--- config.mk ---
export PLATFORM = sky130hd
export DESIGN_NAME = vaddr_xlate
export DESIGN_NICKNAME = d
export VERILOG_FILES = /design/src/rtl/vaddr_xlate.sv
export SDC_FILE = /design/constraint.sdc
export NUM_CORES = 2
export LEC_CHECK = 0
export BUFFER_PORTS_ARGS = -buffer_cell sky130_fd_sc_hd__buf_2
export CAP_MARGIN = 30
export CORE_MARGIN = 2
export CORE_UTILIZATION = 40
export CTS_CLUSTER_SIZE = 20
export DETAILED_ROUTE_END_ITERATION = 8
export GPL_ROUTABILITY_DRIVEN = 0
export PLACE_DENSITY = 0.67
export SYNTH_ARGS = -nofsm -noshare
export SYNTH_HDL_FRONTEND = slang
export SYNTH_SLANG_ARGS = --single-unit
--- constraint.sdc ---
create_clock -name clk -period 6.6 [get_ports clk]
set_input_delay 0.99 -clock clk [delete_from_list [all_inputs] [get_ports clk]]
set_output_delay 0.99 -clock clk [all_outputs]
set_load 0.02 [all_outputs]
--- src/rtl/vaddr_xlate.sv ---
module vaddr_xlate #(
  parameter int XB_N  = 8,
  parameter int OFF_W = 9
) (
  input  logic        clk,
  input  logic        rst_n,
  input  logic        cfg_we,
  input  logic [2:0]  cfg_sel,
  input  logic [31:0] cfg_wdata,
  input  logic        xb_flush,
  input  logic        req_valid,
  input  logic [31:0] req_vaddr,
  input  logic        req_write,
  input  logic        req_user,
  output logic        rsp_done,
  output logic [2:0]  rsp_fault,
  output logic [29:0] rsp_paddr,
  output logic        mem_req,
  output logic        mem_we,
  output logic [31:0] mem_addr,
  output logic [31:0] mem_wdata,
  input  logic        mem_ack,
  input  logic [31:0] mem_rdata
);
  localparam int IDX_W = 30 - OFF_W;
  localparam int LEN_W = IDX_W + 1;
  localparam int PFN_W = 21;
  localparam int PA_W  = PFN_W + OFF_W;
  localparam int PTR_W = (XB_N > 1) ? $clog2(XB_N) : 1;

  localparam logic [2:0] S_IDLE = 3'd0, S_CHECK = 3'd1, S_FETCH = 3'd2,
                         S_EVAL = 3'd3, S_WB = 3'd4;

  logic [2:0]       st;
  logic [31:0]      base_q [3];
  logic [LEN_W-1:0] len_q  [3];
  logic [31:0]      va_q;
  logic             wr_q, usr_q;
  logic [31:0]      pte_q;
  logic [PTR_W-1:0] ptr;

  logic             e_v    [XB_N];
  logic [1:0]       e_reg  [XB_N];
  logic [IDX_W-1:0] e_idx  [XB_N];
  logic [PFN_W-1:0] e_pfn  [XB_N];
  logic [3:0]       e_prot [XB_N];
  logic             e_mod  [XB_N];

  wire [1:0]       reg_id = va_q[31:30];
  wire [IDX_W-1:0] idx    = va_q[29:OFF_W];
  wire [OFF_W-1:0] off    = va_q[OFF_W-1:0];
  wire             rsv    = (reg_id == 2'b11);
  wire [1:0]       reg_c  = rsv ? 2'd0 : reg_id;
  wire [LEN_W-1:0] idx_x  = {1'b0, idx};
  wire             len_bad = (reg_c == 2'd1) ? (idx_x < len_q[reg_c]) : (idx_x >= len_q[reg_c]);

  logic             xb_hit;
  logic [PTR_W-1:0] hit_i;
  always_comb begin
    xb_hit = 1'b0;
    hit_i  = '0;
    for (int i = 0; i < XB_N; i++)
      if (e_v[i] && e_reg[i] == reg_id && e_idx[i] == idx) begin
        xb_hit = 1'b1;
        hit_i  = PTR_W'(i);
      end
  end

  wire [3:0] prot_cur = (st == S_EVAL) ? pte_q[30:27] : e_prot[hit_i];
  wire       mod_cur  = (st == S_EVAL) ? pte_q[26] : e_mod[hit_i];
  wire       prot_ok  = prot_cur[{~usr_q, wr_q}];
  wire       need_wb  = wr_q && !mod_cur;

  logic             fin, go_wb, go_fetch, fill;
  logic [2:0]       code;
  logic [PFN_W-1:0] fin_pfn;
  always_comb begin
    fin = 1'b0; go_wb = 1'b0; go_fetch = 1'b0; fill = 1'b0;
    code = 3'd0;
    fin_pfn = pte_q[PFN_W-1:0];
    case (st)
      S_CHECK: begin
        if (rsv) begin fin = 1'b1; code = 3'd1; end
        else if (len_bad) begin fin = 1'b1; code = 3'd2; end
        else if (xb_hit) begin
          fin_pfn = e_pfn[hit_i];
          if (!prot_ok) begin fin = 1'b1; code = 3'd4; end
          else if (need_wb) go_wb = 1'b1;
          else fin = 1'b1;
        end
        else go_fetch = 1'b1;
      end
      S_EVAL: begin
        if (!pte_q[31]) begin fin = 1'b1; code = 3'd3; end
        else begin
          fill = 1'b1;
          if (!prot_ok) begin fin = 1'b1; code = 3'd4; end
          else if (need_wb) go_wb = 1'b1;
          else fin = 1'b1;
        end
      end
      S_WB: fin = mem_ack;
      default: ;
    endcase
  end

  assign mem_req   = (st == S_FETCH) || (st == S_WB);
  assign mem_we    = (st == S_WB);
  assign mem_addr  = base_q[reg_c] + {{(30 - IDX_W){1'b0}}, idx, 2'b00};
  assign mem_wdata = {pte_q[31:27], 1'b1, pte_q[25:0]};

  always_ff @(posedge clk or negedge rst_n) begin
    if (!rst_n) begin
      for (int r = 0; r < 3; r++) begin
        base_q[r] <= '0;
        len_q[r]  <= '0;
      end
    end else if (cfg_we && cfg_sel[2:1] != 2'b11) begin
      if (cfg_sel[0]) len_q[cfg_sel[2:1]]  <= cfg_wdata[LEN_W-1:0];
      else            base_q[cfg_sel[2:1]] <= cfg_wdata;
    end
  end

  always_ff @(posedge clk or negedge rst_n) begin
    if (!rst_n) begin
      st <= S_IDLE;
      rsp_done <= 1'b0;
      rsp_fault <= '0;
      rsp_paddr <= '0;
      va_q <= '0; wr_q <= 1'b0; usr_q <= 1'b0;
      pte_q <= '0;
      ptr <= '0;
      for (int i = 0; i < XB_N; i++) begin
        e_v[i] <= 1'b0; e_reg[i] <= '0; e_idx[i] <= '0;
        e_pfn[i] <= '0; e_prot[i] <= '0; e_mod[i] <= 1'b0;
      end
    end else begin
      rsp_done <= 1'b0;
      if (xb_flush)
        for (int i = 0; i < XB_N; i++)
          if (e_reg[i] != 2'd2) e_v[i] <= 1'b0;

      if (st == S_IDLE && req_valid) begin
        va_q <= req_vaddr; wr_q <= req_write; usr_q <= req_user;
        st <= S_CHECK;
      end
      if (st == S_FETCH && mem_ack) begin
        pte_q <= mem_rdata;
        st <= S_EVAL;
      end
      if (go_fetch) st <= S_FETCH;
      if (go_wb) begin
        st <= S_WB;
        if (st == S_CHECK) begin
          pte_q <= {1'b1, e_prot[hit_i], 1'b0, 5'd0, e_pfn[hit_i]};
          e_mod[hit_i] <= 1'b1;
        end
      end
      if (fill) begin
        e_v[ptr] <= 1'b1; e_reg[ptr] <= reg_id; e_idx[ptr] <= idx;
        e_pfn[ptr] <= pte_q[PFN_W-1:0]; e_prot[ptr] <= pte_q[30:27];
        e_mod[ptr] <= pte_q[26] | (wr_q & prot_ok);
        ptr <= (ptr == PTR_W'(XB_N - 1)) ? '0 : ptr + 1'b1;
      end
      if (fin) begin
        rsp_done  <= 1'b1;
        rsp_fault <= code;
        rsp_paddr <= (code == 3'd0) ? PA_W'({fin_pfn, off}) : '0;
        st <= S_IDLE;
      end
    end
  end
endmodule

======== Word level (Yosys, flattened, before mapping) ========
Cells that the tools add are included.
Widths: inputs -> output; s select.
storage, ports and cells
  flip-flop bits (word level) ............. 668
  input bits .............................. 107
  output and inout port bits .............. 100
  word-level logic and storage cells ...... 258
cells by class
  $add $sub $neg .......................... 2
  order comparisons ....................... 10
  eq/ne operators ......................... 32
  muxes and demuxes ....................... 111
  bitwise operators ....................... 10
  reduce and logical (&&, ||, !) cells .... 30
operator list
  kind                number
  $bwmux 168          2
  $mux 32             6
  $eq 21x21->1        8
  $mux 21             7
  $bwmux 96           1
  $bwmux 66           1
  $mux 22             3
  $bmux 32 s2         1
  $demux 32 s2        1
  $bmux 21 s3         1
  $demux 21 s3        1
  $mux 3              17
  $bmux 22 s2         1
  $demux 22 s2        1
  $mux 1              43
  $mux 8              5
  $add 32x23->32      1
  $bwmux 32           1
  $mux 30             1
  $logic_and 1x1->1   23
  $ge 21x22->1        1
  $lt 21x22->1        1
  $ne 2x2->1 const B  9
  $bwmux 16           1
  35 further kinds    58

======== Longest topological paths before layout ========
  word-level depth ........................ 26
  depth in mapped cells ................... 26
  depth with buffers taken out ............ 17

======== Worst setup path after synthesis ========
OpenSTA, ideal clock, no wires.
  kind .................................... register to output
  start ................................... reg va_q[31]
  end ..................................... out mem_addr[26]
  data arrival time ....................... 5.895 ns
  data required time ...................... 5.610 ns
  setup slack ............................. -0.285 ns
  stages on the path, launching flop included .. 24
  buffers on the path ..................... 7
  path through ............................ dfrtp_1 buf_4 buf_2 buf_1 buf_1 clkbuf_1 clkbuf_1 clkbuf_1 mux2i_1 a21oi_1 ha_1 fa_1 a21o_1 a21oi_1 nor2b_1 o21a_1 o311ai_0 a31oi_1 a21oi_1 a21oi_1 a211o_1 a21oi_1 nor3b_1 xor2_1
between the ends
  cells in the longest elaborated chain, start to end .. 7
ends and longest elaborated chain
  element                                         RTL line  source
  from (decl)                                     37        logic [31:0] va_q;
  from (signal assigned)                          144       va_q <= req_vaddr; wr_q <= req_write; usr_q <= req_user;
  $eq 2x2->1                                      52        wire rsv = (reg_id == 2'b11);
  $mux 2 (*)                                      53        wire [1:0] reg_c = rsv ? 2'd0 : reg_id;
  $not 2->3 (not written as such) (*)             109       assign mem_addr = base_q[reg_c] + {{(30 - IDX_W){1'b0}}, idx, 2'b00};
  $bmux 32 s2 (*)                                 109
  $mux 32 (not written as such) (*) (2 in a row)  109
  $add 32x23->32 (*)                              109
  to (decl)                                       20        output logic [31:0] mem_addr,
Every way passes the cells marked *; elsewhere a longest branch is shown, timed or not. The select of a mux whose other input is x is not followed.

======== Worst setup path in the final report ========
  start ................................... reg va_q[31]
  end ..................................... out mem_addr[24]
Same word-level chain as after synthesis.

==> impl_metrics.yaml <==
synth:
  synth_warnings: 0
  seq_area_frac_synth: 0.494
  ys.flop_type: "dfrtp_1"
  synth_edf_count: 0
  synthArstFlopShare: 1.00
  syn-cell-area_um2: 33800
  synth-seq-cells: 668
  netlist_instances: 2885
  synthTopCellsByArea: "dfrtp_1 (49%), mux2_2 (20%), xor2_1 (3.8%)"
  ys_types: 79
  synth_top_area_share: 0.494
  synth_area_per_cell_um2: 11.7
  syn_nets: 3037
  yosys.area.top_type: "dfrtp_1"
clock_tree:
  clkLatencyLatePin_ns: 0.63
  clockBufferDepth: 3
  cts_hold_buf: 0
  htreeDepth: 3
  tritoncts.num_buffers: 75
  root_buffer: "clkbuf_16"
  cts_tree: "yes"
  clk_pin_slew_ns: 0.06
  cts.sinks: 668
worst_setup_path:
  rr_worst_depth: 16
  critPathKind: "flip-flop to primary output"
  cp-start-kind: "flip-flop"
  arrival_ns: 5.20
  crit_fanout: 19
  crit_required_ns: 5.61
  worstSetupEndpointType: "primary output"
floorplanning:
  rows: 106
  die_h_um: 295
  ioPinCount: 207
  initial_core_util: 0.404
  die-area_um2: 86900
  die_width_um: 295
  core_um2: 83700
global_route:
  first_global_vias: 22900
  antenna_found_initial: 8
  grt_pass1_wl_um: 137000
  track_usage: 0.201
  grt_max_degree: 146
  overflow: 0
timing:
  post-route-min-period_ns: 6.19
  fin_crit_sh: 0.938
  max_freq_ghz: 0.161
  setup-violations-final: 0
  final.setup_skew_ns: 0.0238
  setup_tns_ns: 0
  finalMaxSlewViolations: 0
  slew-limit-headroom: 0.377
  finalHoldViolCount: 0
  worstMarginPinSlew_ns: 0.934
  rsz0062_at_grt: "false"
power:
  leakage_uw: 0.0183
  peakVddDrop_v: 0.000499
  power_uw: 18900
  p_per_area_nw_per_um2: 490
placement:
  port-buffer-count: 205
  placedInstanceArea_um2: 36000
  dpl.hpwl_um: 56800
drt:
  ant_nets: 0
  drc: 0
  vias: 22600
  dr.pass1.iters: 7
  wire_per_inst_um: 20.6
  drt-total-wl_um: 86600
  vias_per_cell: 5.39
  drtIter0Drc: 1427
layout:
  top_regs: "e_idx (168), e_pfn (168), base_q (96)"
  finalInstanceArea_um2: 38600
  regArea_um2: 16700
  fin_nets: 3159
  multi_input_area_um2: 15900
  synthToLayoutAreaGrowth_pct: 14.0
  fillers: 7601
  drive_gt1_frac: 0.346
run_status:
  status: "finished, final reports clean"
flow_run:
  max_cap_viol_count: 0
hold_path:
  hp-class: "input pin to async pin"
metal layers:
layer | global-route usage | vias up | wire, um
li1 | - | 10500 | -
met1 | 0.282 | 11500 | 40200
met2 | 0.323 | 479 | 40500
met3 | 0.0318 | 143 | 3940
met4 | 0.0544 | 16 | 1920
met5 | 0 | - | 104
cell usage after synthesis, drive strengths merged, types with 8 or more instances:
cell	count
nand4	38
nand2	181
inv	37
buf	121
o21a	21
nor4	62
a31oi	10
and2	8
mux2	610
o21ai	137
ha	44
clkbuf	125
a21o	19
nor3	18
mux2i	108
or3	10
xnor2	66
dfrtp	668
xor2	146
a21oi	130
o211ai	9
nand3	29
a211oi	68
nor2	64
nor2b	61
cell families after synthesis:
logic type      after synthesis  share of synthesized area
flops                       668                      0.494
mux                         719                      0.236
xor+xnor                    212                     0.0549
other cells                   1                   0.000111
buf+inv                     284                     0.0391
compound gates              431                     0.0782
fa+ha+maj                    45                     0.0169
simple gates                525                     0.0807
worst max-delay path, stage by stage (launching register included):
cell and delay, ns:
dfrtp_4 0.61, buf_8 0.22, a211oi_1 0.22, a21oi_1 0.07, ha_1 0.22, fa_1 0.40, a21o_1 0.17, a21oi_1 0.22
nor2b_1 0.08, o21a_1 0.20, o311ai_1 0.39, a31oi_1 0.26, a21oi_1 0.24, a21oi_1 0.18, a211o_1 0.39, a21oi_2 0.25
nand2b_1 0.16, xnor2_1 0.12, buf_2 0.18
area by class of cell:
| cell class | count | area share |
|---|---|---|
| multi-input cells | 1933 | 0.412 |
| well taps | 1134 | 0.0368 |
| flip-flops and latches | 668 | 0.434 |
| inverters | 38 | 0.00370 |
| diodes | 2 | 0.000130 |
| repair buffers | 291 | 0.0474 |
| clock inverters | 27 | 0.00986 |
| clock buffers | 104 | 0.0567 |
where the power goes:
part | switching [uW] | internal, uW | total [uW]
Clock | 1730 | 2640 | 4370
Combinational | 4590 | 3360 | 7950
Sequential | 1280 | 5310 | 6590
Total | 7600 | 11300 | 18900
what timing repair did:
item	4_1_cts	5_1_grt
hold endpoints to repair	0	0
setup buffers	0	1
resized for setup	0	2
endpoints found under the setup margin	0	4
final timing paths:
path | from | endpoint | slack [ns]
worst max-delay path | va_q[31]$_DFFE_PN0P_ | mem_addr[24] | 0.41
worst min-delay path | rst_n | e_pfn[71]$_DFFE_PN0P_ | 0.39
worst max register to register | va_q[31]$_DFFE_PN0P_ | pte_q[11]$_DFF_PN0_ | 1.22
worst min register to register | e_pfn[43]$_DFFE_PN0P_ | e_pfn[43]$_DFFE_PN0P_ | 0.48
max in group asynchronous | rst_n | va_q[30]$_DFFE_PN0P_ | 4.63
min in group clk | e_pfn[43]$_DFFE_PN0P_ | e_pfn[43]$_DFFE_PN0P_ | 0.48
metrics by stage:
step / utilization / hold WS (ns) / setup WS [ns] / std cells
5_1_grt: 0.461 / 0.470 / 0.0772 / 4195
3_5_place_dp: 0.430 / 0.465 / 0.801 / 4063
4_1_cts: 0.461 / 0.444 / 0.0981 / 4194
3_3_place_gp: 0.429 / 0.458 / 0.748 / 4061
6_report: 0.461 / 0.390 / 0.406 / 4197
2_1_floorplan: - / 0.444 / 0.123 / 2885
layout by cell type (no fill, tap or decap), types with 19 or more instances in the layout:
cell type / netlist / layout
a211oi_1: 66 / 66
a21o_1: 19 / 19
a21oi_1: 130 / 129
buf_2: 32 / 204
buf_4: 38 / 75
clkbuf_16: 0 / 77
dfrtp_1: 668 / 666
ha_1: 44 / 44
inv_1: 36 / 36
mux2_2: 610 / 610
mux2i_1: 108 / 108
nand2_1: 181 / 181
nand3_1: 29 / 28
nand4_1: 38 / 38
nor2_1: 63 / 62
nor2b_1: 61 / 61
nor4_1: 61 / 60
o21a_1: 21 / 21
o21ai_0: 127 / 127
xnor2_1: 66 / 66
xor2_1: 146 / 146
Note: power is estimated with default switching activity, not from simulation.
